## config.mk

```make
export PLATFORM = sky130hd
export DESIGN_NAME = flash_addr_gen
export DESIGN_NICKNAME = d
export VERILOG_FILES = /design/src/rtl/flash_addr_pkg.sv /design/src/rtl/seg_select_reg.sv /design/src/rtl/gen_sequencer.sv /design/src/rtl/addr_counter.sv /design/src/rtl/flash_addr_gen.sv
export SDC_FILE = /design/constraint.sdc
export NUM_CORES = 1
export LEC_CHECK = 0
export ABC_AREA = 1
export BUFFER_PORTS_ARGS = -buffer_cell sky130_fd_sc_hd__buf_2
export CAP_MARGIN = 10
export CORE_AREA = 4 4 77 79
export DETAILED_ROUTE_END_ITERATION = 12
export DIE_AREA = 0 0 81 83
export GPL_TIMING_DRIVEN = 0
export PLACE_DENSITY = 0.69
export SYNTH_ARGS = -nofsm -noshare
export SYNTH_HDL_FRONTEND = slang
export SYNTH_SLANG_ARGS = --single-unit
```

## constraint.sdc

```tcl
create_clock -name clk -period 1.3 [get_ports clk]
set_clock_uncertainty 0.05 [all_clocks]
set_input_delay 0.195 -clock clk [delete_from_list [all_inputs] [get_ports clk]]
set_output_delay 0.195 -clock clk [all_outputs]
set_load 0.01 [all_outputs]
```

## src/rtl/flash_addr_pkg.sv

```systemverilog
package flash_addr_pkg;
    parameter int ADDR_W    = 26;
    parameter int LOW_W     = 24;
    parameter int SEG_W     = ADDR_W - LOW_W;
    parameter int CMD_W     = 32;
    parameter int REG_W     = 8;

    typedef enum logic {
        ST_IDLE   = 1'b0,
        ST_STREAM = 1'b1
    } gen_state_t;
endpackage

```

## src/rtl/seg_select_reg.sv

```systemverilog
module seg_select_reg
    import flash_addr_pkg::*;
#(
    parameter int SW = SEG_W,
    parameter int RW = REG_W
) (
    input  logic          clk,
    input  logic          rst_n,
    input  logic          dflt_hi,
    input  logic          wr_en,
    input  logic [RW-1:0] wr_data,
    output logic [SW-1:0] seg,
    output logic [RW-1:0] rd_data
);
    logic [SW-1:0] seg_q;

    // Reset value taken from the default-select pin: all zeros or all ones.
    always_ff @(posedge clk) begin
        if (!rst_n)
            seg_q <= {SW{dflt_hi}};
        else if (wr_en)
            seg_q <= wr_data[SW-1:0];
    end

    assign seg     = seg_q;
    assign rd_data = {{(RW-SW){1'b0}}, seg_q};
endmodule

```

## src/rtl/gen_sequencer.sv

```systemverilog
module gen_sequencer
    import flash_addr_pkg::*;
(
    input  logic clk,
    input  logic rst_n,
    input  logic load_stb,
    input  logic adv_stb,
    output logic do_load,
    output logic do_adv
);
    gen_state_t state_q, state_d;

    always_comb begin
        state_d = state_q;
        unique case (state_q)
            ST_IDLE:   if (load_stb) state_d = ST_STREAM;
            ST_STREAM: state_d = ST_STREAM;
            default:   state_d = ST_IDLE;
        endcase
    end

    always_ff @(posedge clk) begin
        if (!rst_n) state_q <= ST_IDLE;
        else        state_q <= state_d;
    end

    // Output process: load always honoured; advance only while streaming
    // and only when no load is present in the same cycle.
    always_comb begin
        do_load = load_stb;
        do_adv  = 1'b0;
        unique case (state_q)
            ST_IDLE:   do_adv = 1'b0;
            ST_STREAM: do_adv = adv_stb && !load_stb;
            default:   do_adv = 1'b0;
        endcase
    end
endmodule

```

## src/rtl/addr_counter.sv

```systemverilog
module addr_counter
    import flash_addr_pkg::*;
#(
    parameter int AW = ADDR_W,
    parameter int LW = LOW_W,
    parameter int CW = CMD_W
) (
    input  logic          clk,
    input  logic          rst_n,
    input  logic          do_load,
    input  logic          do_adv,
    input  logic          wide_mode,
    input  logic [CW-1:0] cmd_addr,
    input  logic [AW-LW-1:0] seg,
    output logic [AW-1:0] addr
);
    localparam int UW = AW - LW;

    logic [AW-1:0] addr_q;
    logic [AW-1:0] load_val;

    // Upper bits from the command in wide mode, from the segment otherwise.
    always_comb begin
        if (wide_mode)
            load_val = cmd_addr[AW-1:0];
        else
            load_val = {seg[UW-1:0], cmd_addr[LW-1:0]};
    end

    // Natural modulo-2^AW increment crosses segments and wraps at the top.
    always_ff @(posedge clk) begin
        if (!rst_n)
            addr_q <= '0;
        else if (do_load)
            addr_q <= load_val;
        else if (do_adv)
            addr_q <= addr_q + {{(AW-1){1'b0}}, 1'b1};
    end

    assign addr = addr_q;
endmodule

```

## src/rtl/flash_addr_gen.sv

```systemverilog
module flash_addr_gen
    import flash_addr_pkg::*;
(
    input  logic        clk,
    input  logic        rst_n,
    input  logic        seg_dflt_hi,
    input  logic        addr4_mode,
    input  logic        load_stb,
    input  logic        adv_stb,
    input  logic [31:0] cmd_addr,
    input  logic        seg_wr_en,
    input  logic [7:0]  seg_wr_data,
    output logic [7:0]  seg_rd_data,
    output logic [25:0] array_addr
);
    logic [SEG_W-1:0] seg;
    logic             do_load;
    logic             do_adv;

    seg_select_reg #(.SW(SEG_W), .RW(REG_W)) u_seg (
        .clk     (clk),
        .rst_n   (rst_n),
        .dflt_hi (seg_dflt_hi),
        .wr_en   (seg_wr_en),
        .wr_data (seg_wr_data),
        .seg     (seg),
        .rd_data (seg_rd_data)
    );

    gen_sequencer u_seq (
        .clk      (clk),
        .rst_n    (rst_n),
        .load_stb (load_stb),
        .adv_stb  (adv_stb),
        .do_load  (do_load),
        .do_adv   (do_adv)
    );

    addr_counter #(.AW(ADDR_W), .LW(LOW_W), .CW(CMD_W)) u_ctr (
        .clk       (clk),
        .rst_n     (rst_n),
        .do_load   (do_load),
        .do_adv    (do_adv),
        .wide_mode (addr4_mode),
        .cmd_addr  (cmd_addr),
        .seg       (seg),
        .addr      (array_addr)
    );
endmodule

```

==> results of run 1 <==
-- report_power, final --
| group | total [mW] | switching (mW) | internal, mW |
|---|---|---|---|
| registers | 1.05 | 0.0845 | 0.967 |
| clock network | 0.801 | 0.369 | 0.432 |
| logic | 0.497 | 0.286 | 0.211 |
-- critical path: stages (launching register included) --
cell,delay [ps]
dfxtp_4,380
ha_4,150
nand2_4,60
nor2_4,120
nand2_2,90
nor2_4,140
buf_4,120
a21o_1,100
nand3_1,60
a21oi_1,120
-- layout by cell type (no fill, tap or decap), drive strengths merged --
| cell | n |
|---|---|
| nand2 | 95 |
| buf | 86 |
| inv | 39 |
| nand3 | 37 |
| nor2 | 37 |
| dfxtp | 27 |
| a21oi | 21 |
| o21ai | 17 |
| clkbuf | 11 |
| nor3 | 10 |
| conb | 6 |
| a22oi | 6 |
| o211ai | 4 |
| nor4 | 2 |
| a221oi | 2 |
| o21bai | 2 |
| nand4 | 2 |
| edfxtp | 2 |
| clkinv | 1 |
| or2 | 1 |
| a31oi | 1 |
| a21o | 1 |
| ha | 1 |
-- flip-flops by register name (all words and copies together) (netlist names) --
| name | cells |
|---|---|
| u_seg.seg | 2 |
| u_ctr.addr | 26 |
| u_seq.state_q | 1 |
-- area by class of cell --
cell class,count,area (µm²)
Multi-Input combinational cell,245,1350
Tap cell,72,90.1
Timing Repair Buffer,72,395
Clock buffer,8,90.1
Sequential cell,29,636
Inverter,40,158
Buffer,17,113
Fill cell,566,2510
-- stage by stage --
stage | util [%] | area (µm²) | setup TNS [ps] | instances
after floorplan | - | 2110 | -81.4 | 331
after global placement | 46.9 | 2500 | -4570 | 464
after detailed placement | 46.9 | 2500 | -5000 | 464
after CTS | 51.3 | 2740 | -1390 | 480
after global routing | 53.0 | 2830 | -4280 | 483
final | 53.0 | 2830 | -1960 | 483
-- path summary, 6_finish.rpt --
check             cells past startpoint  slack [ps]              to
setup / recovery                      9        -180  u_ctr.addr[24]
hold / removal                        3         100   u_ctr.addr[1]
setup reg to reg                      9        -180  u_ctr.addr[24]
hold reg to reg                       2         440   u_seq.state_q
-- metal layers --
layer,track usage (%),vias up,share of wire [%]
met1,25.9,1109,43
met4,6.61,0,2.2
met5,0,-,0
met3,4.77,14,6.3
li1,-,1225,-
met2,33.6,66,49
-- kinds of logic after synthesis --
family | Yosys count
adder cells (fa/ha/maj) | 1
flip-flops | 29
AO/OA/AOI/OAI | 54
AND/OR/NAND/NOR | 184
buffers and inverters | 57
other | 1
-- timing repair --
action	4_1_cts	5_1_grt
pin swaps	11	9
resized for setup	31	22
hold buffers	0	0
setup endpoints to repair	26	26
cloned	1	0
endpoints found under the hold margin	0	0
setup buffers	7	4
==> results.cfg, run 1 <==
[die]
die-height_um = 83
dieWidth_um = 81
coreArea_um2 = 5340
rows = 27
die_area_um2 = 6720
initial_core_util_pct = 38.2
io_pins = 81

[placement]
dpl_worst_slack_ps = -271
io_buffers = 61
hpwl_um = 4750
place_congestion = 0.909

[clock_network]
root_buffer = clkbuf_8
numCtsBuffers = 5
cts.path.max_buffers = 2
cts_sinks = 29
cts_tree = done
cts_max_level = 2
path_clk_slew_ps = 80
clk-insertion-delay-late_ps = 290

[synth]
netlist_top_cells_count = nand2_1 (84), inv_1 (37), nand3_1 (37)
synth_edf_count = 2
ys.warnings.count = 0
async_flop_share_pct = 0
synth_compound_area_share_pct = 15.3
synth_xor_area_share_pct = 0
yosys.area.top_type_share_pct = 26.5
post-synth-top-area-cell = dfxtp_1
yosysMostFrequentCell = nand2_1
syn_avg_cell_area_um2 = 6.26
synth_top_family_by_area = simple AND/OR/NAND/NOR gates
synthAdderAreaFrac_pct = 0.613
ys_types = 30
syn_area_um2 = 2040
ys_seq_elements = 29
synth-simple-area-share_pct = 42.3
synthTopCellsByArea = dfxtp_1 (27%), nand2_1 (15%), nand3_1 (9.1%)
synthMuxAreaShare_pct = 0
synth-seq-area-share_pct = 29.4
synth_cells = 326
synthFlopType = dfxtp_1

[worst_setup_path]
cp_data_arrival_time_ps = 1650
critical_path.max_fanout = 3
r2r_start = u_ctr.addr[0]
critPathLaunch = u_ctr.addr[0]
start_kind = register
critPathKind = reg2reg
required_ps = 1470
worstSetupEndpointType = register

[hold_path]
hp-class = in2reg
min_from = cmd_addr[1]

[sta]
finalWorstPathRequiredPeriod_ps = 1480
period_share_pct = 114
timing.fmax_mhz = 676
finalSetupViolCount = 20
rsz0062_at_grt = yes
worst_slack_ps = -179
slew_violations = 0
max_slew_margin_pct = 56.7
hold_viol = 0
tightestPinTransition_ps = 649
hold_slack_ps = 103

[status]
violations = setup timing
status = finished, violations left

[grt]
grt_pass1_vias = 2285
grt_util_all_layers_pct = 20.4
grt_max_degree = 11
antenna_found_initial = 0
grt-ovfl-total = 0
grt_pass1_wl_um = 10800

[cells_and_area]
diodes = 0
areaGrowthSynthToFinish_pct = 38.8
final_nets = 458
drive_above_1_share_pct = 39.7

[power_and_ir_drop]
power_mw = 2.35
vdd_drop_max_mv = 0.359
power_density_nw_per_um2 = 830
leakage_nw = 1.34

[detailed_routing]
vias_per_cell = 5.00
drtIter0Drc = 131
wl_per_cell_um = 13.9
drt_wl_total_um = 6730
antenna_left = 0
first_pass_iters = 4
vias = 2414
drc = 0

[run]
max_cap_viol_count = 0
No activity file was read; power rests on OpenSTA's default activity.
==> run 2: changes to the inputs <==
- GPL_TIMING_DRIVEN: 0 -> 1
- PLACE_DENSITY: 0.69 -> 0.68
- SYNTH_HIERARCHICAL: default -> 1
==> run 2 against run 1 <==
  * Non-clock buffer count up 16
  * Core utilization is 0.094 points higher
  * Maximum frequency is 4.7% higher
  * The run still ends with setup timing left
  * Register-to-register slack improved by 70 ps
  * Flip-flop and latch count is the same
  * Hold slack gained 15 ps
  * Final area grew 0.18%
==> results.cfg, run 2 <==
[synth]
netlist_top_cells_count = nand2_1 (89), inv_1 (34), nand3_1 (32)
ys.warnings.count = 6
ys_types = 32
synthFlopType = dfxtp_1
synthTopCellsByArea = dfxtp_1 (27%), nand2_1 (17%), nand3_1 (7.9%)
async_flop_share_pct = 0
post-synth-top-area-cell = dfxtp_1
synth_cells = 309
synth-seq-area-share_pct = 29.7
syn_avg_cell_area_um2 = 6.55
synth_edf_count = 2
ys_seq_elements = 29
yosys.area.top_type_share_pct = 26.7
syn_area_um2 = 2020
yosysMostFrequentCell = nand2_1

[power_and_ir_drop]
pwr-share-seq_pct = 45.3
vdd_drop_max_mv = 0.435
power_mw = 2.23
p_comb_share_pct = 21.7
p_sw_mw = 0.672
switching_share_pct = 30.1
p_clk_share_pct = 33.0
power_density_nw_per_um2 = 788
leakage_nw = 1.36
p_int_mw = 1.56

[sta]
setup_tns_ps = -724
finalWorstPathRequiredPeriod_ps = 1410
timing.fmax_mhz = 708
rsz0062_at_grt = yes
worst_slack_ps = -112
finalSetupViolCount = 19
period_share_pct = 109
hold_slack_ps = 118
hold_viol = 0
slew_violations = 0

[run]
max_cap_viol_count = 0

[cells_and_area]
final_common_cell = nand2_1
final_nets = 457
drive_above_1_share_pct = 40.2
final_util_pct = 53.1
largest_register_ffs = 26
finalNonFillerCells = 482
fillers = 565
final_area_um2 = 2840
final_cell_mix = nand2_1 (85), buf_2 (62), buf_4 (41), inv_1 (32), nand3_1 (27)
diodes = 0
areaGrowthSynthToFinish_pct = 40.0

[clock_network]
cts_tree = done
cts_max_level = 2
cts.path.max_buffers = 2
cts_sinks = 29
path_clk_slew_ps = 70
clk-insertion-delay-late_ps = 290
numCtsBuffers = 5
root_buffer = clkbuf_8

[detailed_routing]
vias_per_cell = 4.68
drt_wl_total_um = 5830
vias = 2256
wl_per_cell_um = 12.1
drc = 0
antenna_left = 0
drtIter0Drc = 158
first_pass_iters = 4

[grt]
grt-ovfl-total = 0
grt_pass1_vias = 2173
grt_pass1_wl_um = 9680
grt_max_degree = 21
antenna_found_initial = 0
grt_util_all_layers_pct = 18.3

[worst_setup_path]
required_ps = 1480
start_kind = register
worstSetupEndpointType = register
cp_data_arrival_time_ps = 1590
critical_path.max_fanout = 5
critPathKind = reg2reg
ff2ff_path_depth = 9

[die]
coreArea_um2 = 5340
initial_core_util_pct = 37.9
dieWidth_um = 81
io_pins = 81
die_area_um2 = 6720
die-height_um = 83
rows = 27

[status]
status = finished, violations left
violations = setup timing

[hold_path]
hp-class = in2reg
hold_depth = 3

[placement]
dpl_worst_slack_ps = -85.1
io_buffers = 62
hpwl_um = 4420
place_congestion = 0.845
dp_cells = 472
dpl_cell_area_um2 = 2650
run 2: power by group through the flow:
stage | clock (mW) | combinational, mW | sequential (mW)
after floorplan | 0 | 0.213 | 1.07
after global placement | 0 | 0.457 | 1.03
after detailed placement | 0 | 0.467 | 1.03
after CTS | 0.756 | 0.470 | 1.01
after global routing | 0.800 | 0.541 | 1.02
final | 0.738 | 0.485 | 1.01
run 2: worst max-delay path: stages (launching register included):
cell,delay [ps]
dfxtp_4,360
ha_4,140
nand2_4,50
nor2_4,160
nand2_2,100
nor2_4,150
nand2_2,70
nand2_2,70
nand3_2,60
a21oi_2,130
run 2: logic make-up after synthesis:
group                    after synthesis  share of synthesized area [%]
AND/OR/NAND/NOR                      169                           38.6
other                                  1                          0.185
AO/OA/AOI/OAI                         50                           14.6
XOR/XNOR                               6                           2.60
flip-flops                            29                           29.7
adder cells (fa/ha/maj)                1                          0.618
buffers and inverters                 53                           13.7
run 2: worst paths after layout:
kind         slack [ps]           from              to
max reg2reg        -110  u_ctr/addr[1]  u_ctr/addr[22]
max                -110  u_ctr/addr[1]  u_ctr/addr[22]
min                 120    cmd_addr[9]   u_ctr/addr[9]
min reg2reg         420  u_seq/state_q   u_seq/state_q
run 2: repair_timing:
item / in CTS / in global routing
hold buffers: 0 / 0
setup buffers: 0 / 2
pin swaps: 7 / 15
resized for setup: 9 / 21
endpoints found under the setup margin: 19 / 23
cloned: 0 / 0
run 2: final cells by class:
cell class,count,area (µm²),area share (%)
well taps,72,90.1,3.18
repair buffers,105,649,22.9
inverters,36,135,4.77
multi-input cells,232,1260,44.5
flip-flops and latches,29,617,21.8
clock buffers,6,72.6,2.56
clock inverters,2,10.0,0.353
run 2: per-layer routing:
layer  vias to the layer above  wire, µm  track usage, %
li1                       1179         -               -
met1                      1002      2570            23.0
met2                        66      2750            30.3
met3                         9       380            3.69
met4                         0       124            6.45
met5                         -         0               0
==> run 3: changes to the inputs <==
- REMOVE_ABC_BUFFERS: default -> 1
==> run 3 against run 2 <==
  * Total power grew 0.55%
  * Via count increased by 4.3%
  * Non-clock buffer count is 10 higher
  * Core utilization is 1.7 points higher
  * Wire length is 5.8% higher
  * Final cell count increased by 2.1%
  * The run still ends with setup timing left
  * Die area is the same
  * Critical endpoint is now u_ctr/addr[14]
  * Largest power group unchanged
  * Combinational power increased by 7.0%
==> results.cfg, run 3 (same netlist as run 2, synthesis figures left out) <==
[status]
status = finished, violations left
violations = setup timing

[worst_setup_path]
required_ps = 1470
ff2ff_path_depth = 9
critical_path.max_fanout = 4
cp_data_arrival_time_ps = 1600
path_cells = ha_4, nand2_4, nor2_4, nand2_2, nor2_4, nor2_1, nor2_1, nand2_1, a21oi_2
max_stage_delay_ps = 360
r2r-end = u_ctr/addr[14]
cp_num_buf_inv = 0
r2r_start = u_ctr/addr[1]
critPathKind = reg2reg
critical_path.top_delay_family = simple AND/OR/NAND/NOR gates
start_kind = register
critical-path-slowest-cell = dfxtp_2
cp.depth = 9
rrSetupSlack_ps = -130
worstSetupEndpointType = register

[placement]
io_buffers = 62
place_congestion = 0.839
hpwl_um = 4460
dpl_worst_slack_ps = -137

[sta]
timing.fmax_mhz = 700
hold_viol = 0
slew_violations = 0
finalWorstPathRequiredPeriod_ps = 1430
worst_slack_ps = -129
period_share_pct = 110
finalSetupViolCount = 19
rsz0062_at_grt = yes

[clock_network]
cts_max_level = 2
ctsHoldBuffers = 0
path_clk_slew_ps = 70
clk-insertion-delay-late_ps = 280
cts_sinks = 29
cts_tree = done
root_buffer = clkbuf_8
cts.path.max_buffers = 2
numCtsBuffers = 5

[cells_and_area]
final_nets = 467
areaGrowthSynthToFinish_pct = 44.6
fillers = 562
drive_above_1_share_pct = 39.8
final_common_cell = nand2_1
diodes = 0
largest_register_ffs = 26
final_cell_mix = nand2_1 (87), buf_2 (62), buf_4 (46), nand3_1 (31), inv_1 (30)

[hold_path]
hold_depth = 3
hold_path_end = u_seg/seg[1]
hp-class = in2reg
min_from = seg_wr_data[1]

[power_and_ir_drop]
leakage_nw = 1.44
vdd_drop_max_mv = 0.458
power_mw = 2.25
power_density_nw_per_um2 = 768

[detailed_routing]
drtIter0Drc = 115
antenna_left = 0
drt_wl_total_um = 6160
first_pass_iters = 4
wl_per_cell_um = 12.5
vias = 2352
drc = 0
vias_per_cell = 4.78

[run]
max_cap_viol_count = 0

[grt]
antenna_found_initial = 0
grt_max_degree = 19
grt_util_all_layers_pct = 18.0
grt_pass1_vias = 2196
grt_pass1_wl_um = 9720
grt-ovfl-total = 0

[die]
die-height_um = 83
coreArea_um2 = 5340
rows = 27
initial_core_util_pct = 37.9
io_pins = 81
die_area_um2 = 6720
dieWidth_um = 81
run 3: changes by cell type in the layout (fill, tap and decap cells not counted), moves of 3 or more:
| cell | before | now |
|---|---|---|
| nand3_1 | 27 | 31 |
| nand2_4 | 3 | 6 |
| buf_6 | 1 | 4 |
| buf_4 | 41 | 46 |
| nand3_2 | 5 | 1 |
| dfxtp_1 | 18 | 21 |
| nand2_2 | 8 | 3 |
run 3: area by class of cell:
type | count | area [µm²] | area share [%]
multi-input cells | 232 | 1250 | 42.8
repair buffers | 115 | 757 | 25.9
well taps | 72 | 90.1 | 3.08
clock buffers | 5 | 68.8 | 2.35
inverters | 36 | 138 | 4.70
flip-flops and latches | 29 | 608 | 20.8
clock inverters | 3 | 12.5 | 0.428
run 3: worst register-to-register path: stages (launching register included):
cell	delay, ps
dfxtp_2	360
ha_4	160
nand2_4	50
nor2_4	160
nand2_2	110
nor2_4	130
nor2_1	50
nor2_1	80
nand2_1	70
a21oi_2	140
run 3: repair_timing:
item                                    CTS  global route
endpoints found under the hold margin     0             0
gates resized for setup                  15            23
endpoints found under the setup margin   22            25
pin swaps                                15             7
setup buffers                             3             6
cloned                                    0             2
run 3: per-stage QoR:
step	hold slack (ps)	utilization [%]	instance area (µm²)	TNS, ps	std cells
3_5_place_dp	419	49.3	2630	-1010	473
6_report	130	54.8	2930	-1140	492
5_1_grt	139	54.8	2930	-3370	492
2_1_floorplan	243	-	1900	-6110	297
3_3_place_gp	401	49.3	2630	-517	473
4_1_cts	130	52.0	2770	-884	484
run 3: how the worst max path moves through the flow:
stage | startpoint | end
floorplan | u_seq/state_q | u_ctr/addr[24]
global placement | u_ctr/addr[0] | u_ctr/addr[24]
detailed placement | u_ctr/addr[0] | u_ctr/addr[24]
CTS | u_ctr/addr[1] | u_ctr/addr[24]
global route | u_ctr/addr[0] | u_ctr/addr[18]
finish | u_ctr/addr[1] | u_ctr/addr[14]
run 3: power by group:
group / leakage [nW] / internal, mW / total [mW] / switching, mW
clock network: 0.0430 / 0.360 / 0.721 / 0.362
logic: 1.15 / 0.249 / 0.519 / 0.270
registers: 0.246 / 0.961 / 1.01 / 0.0443
total: 1.44 / 1.57 / 2.25 / 0.676
run 3: routing by layer:
layer	GRT usage, %	up-vias	routed length (µm)
li1	-	1203	-
met1	21.1	1071	2580
met2	31.6	68	3080
met3	5.31	10	403
met4	3.84	0	98
met5	0	-	0
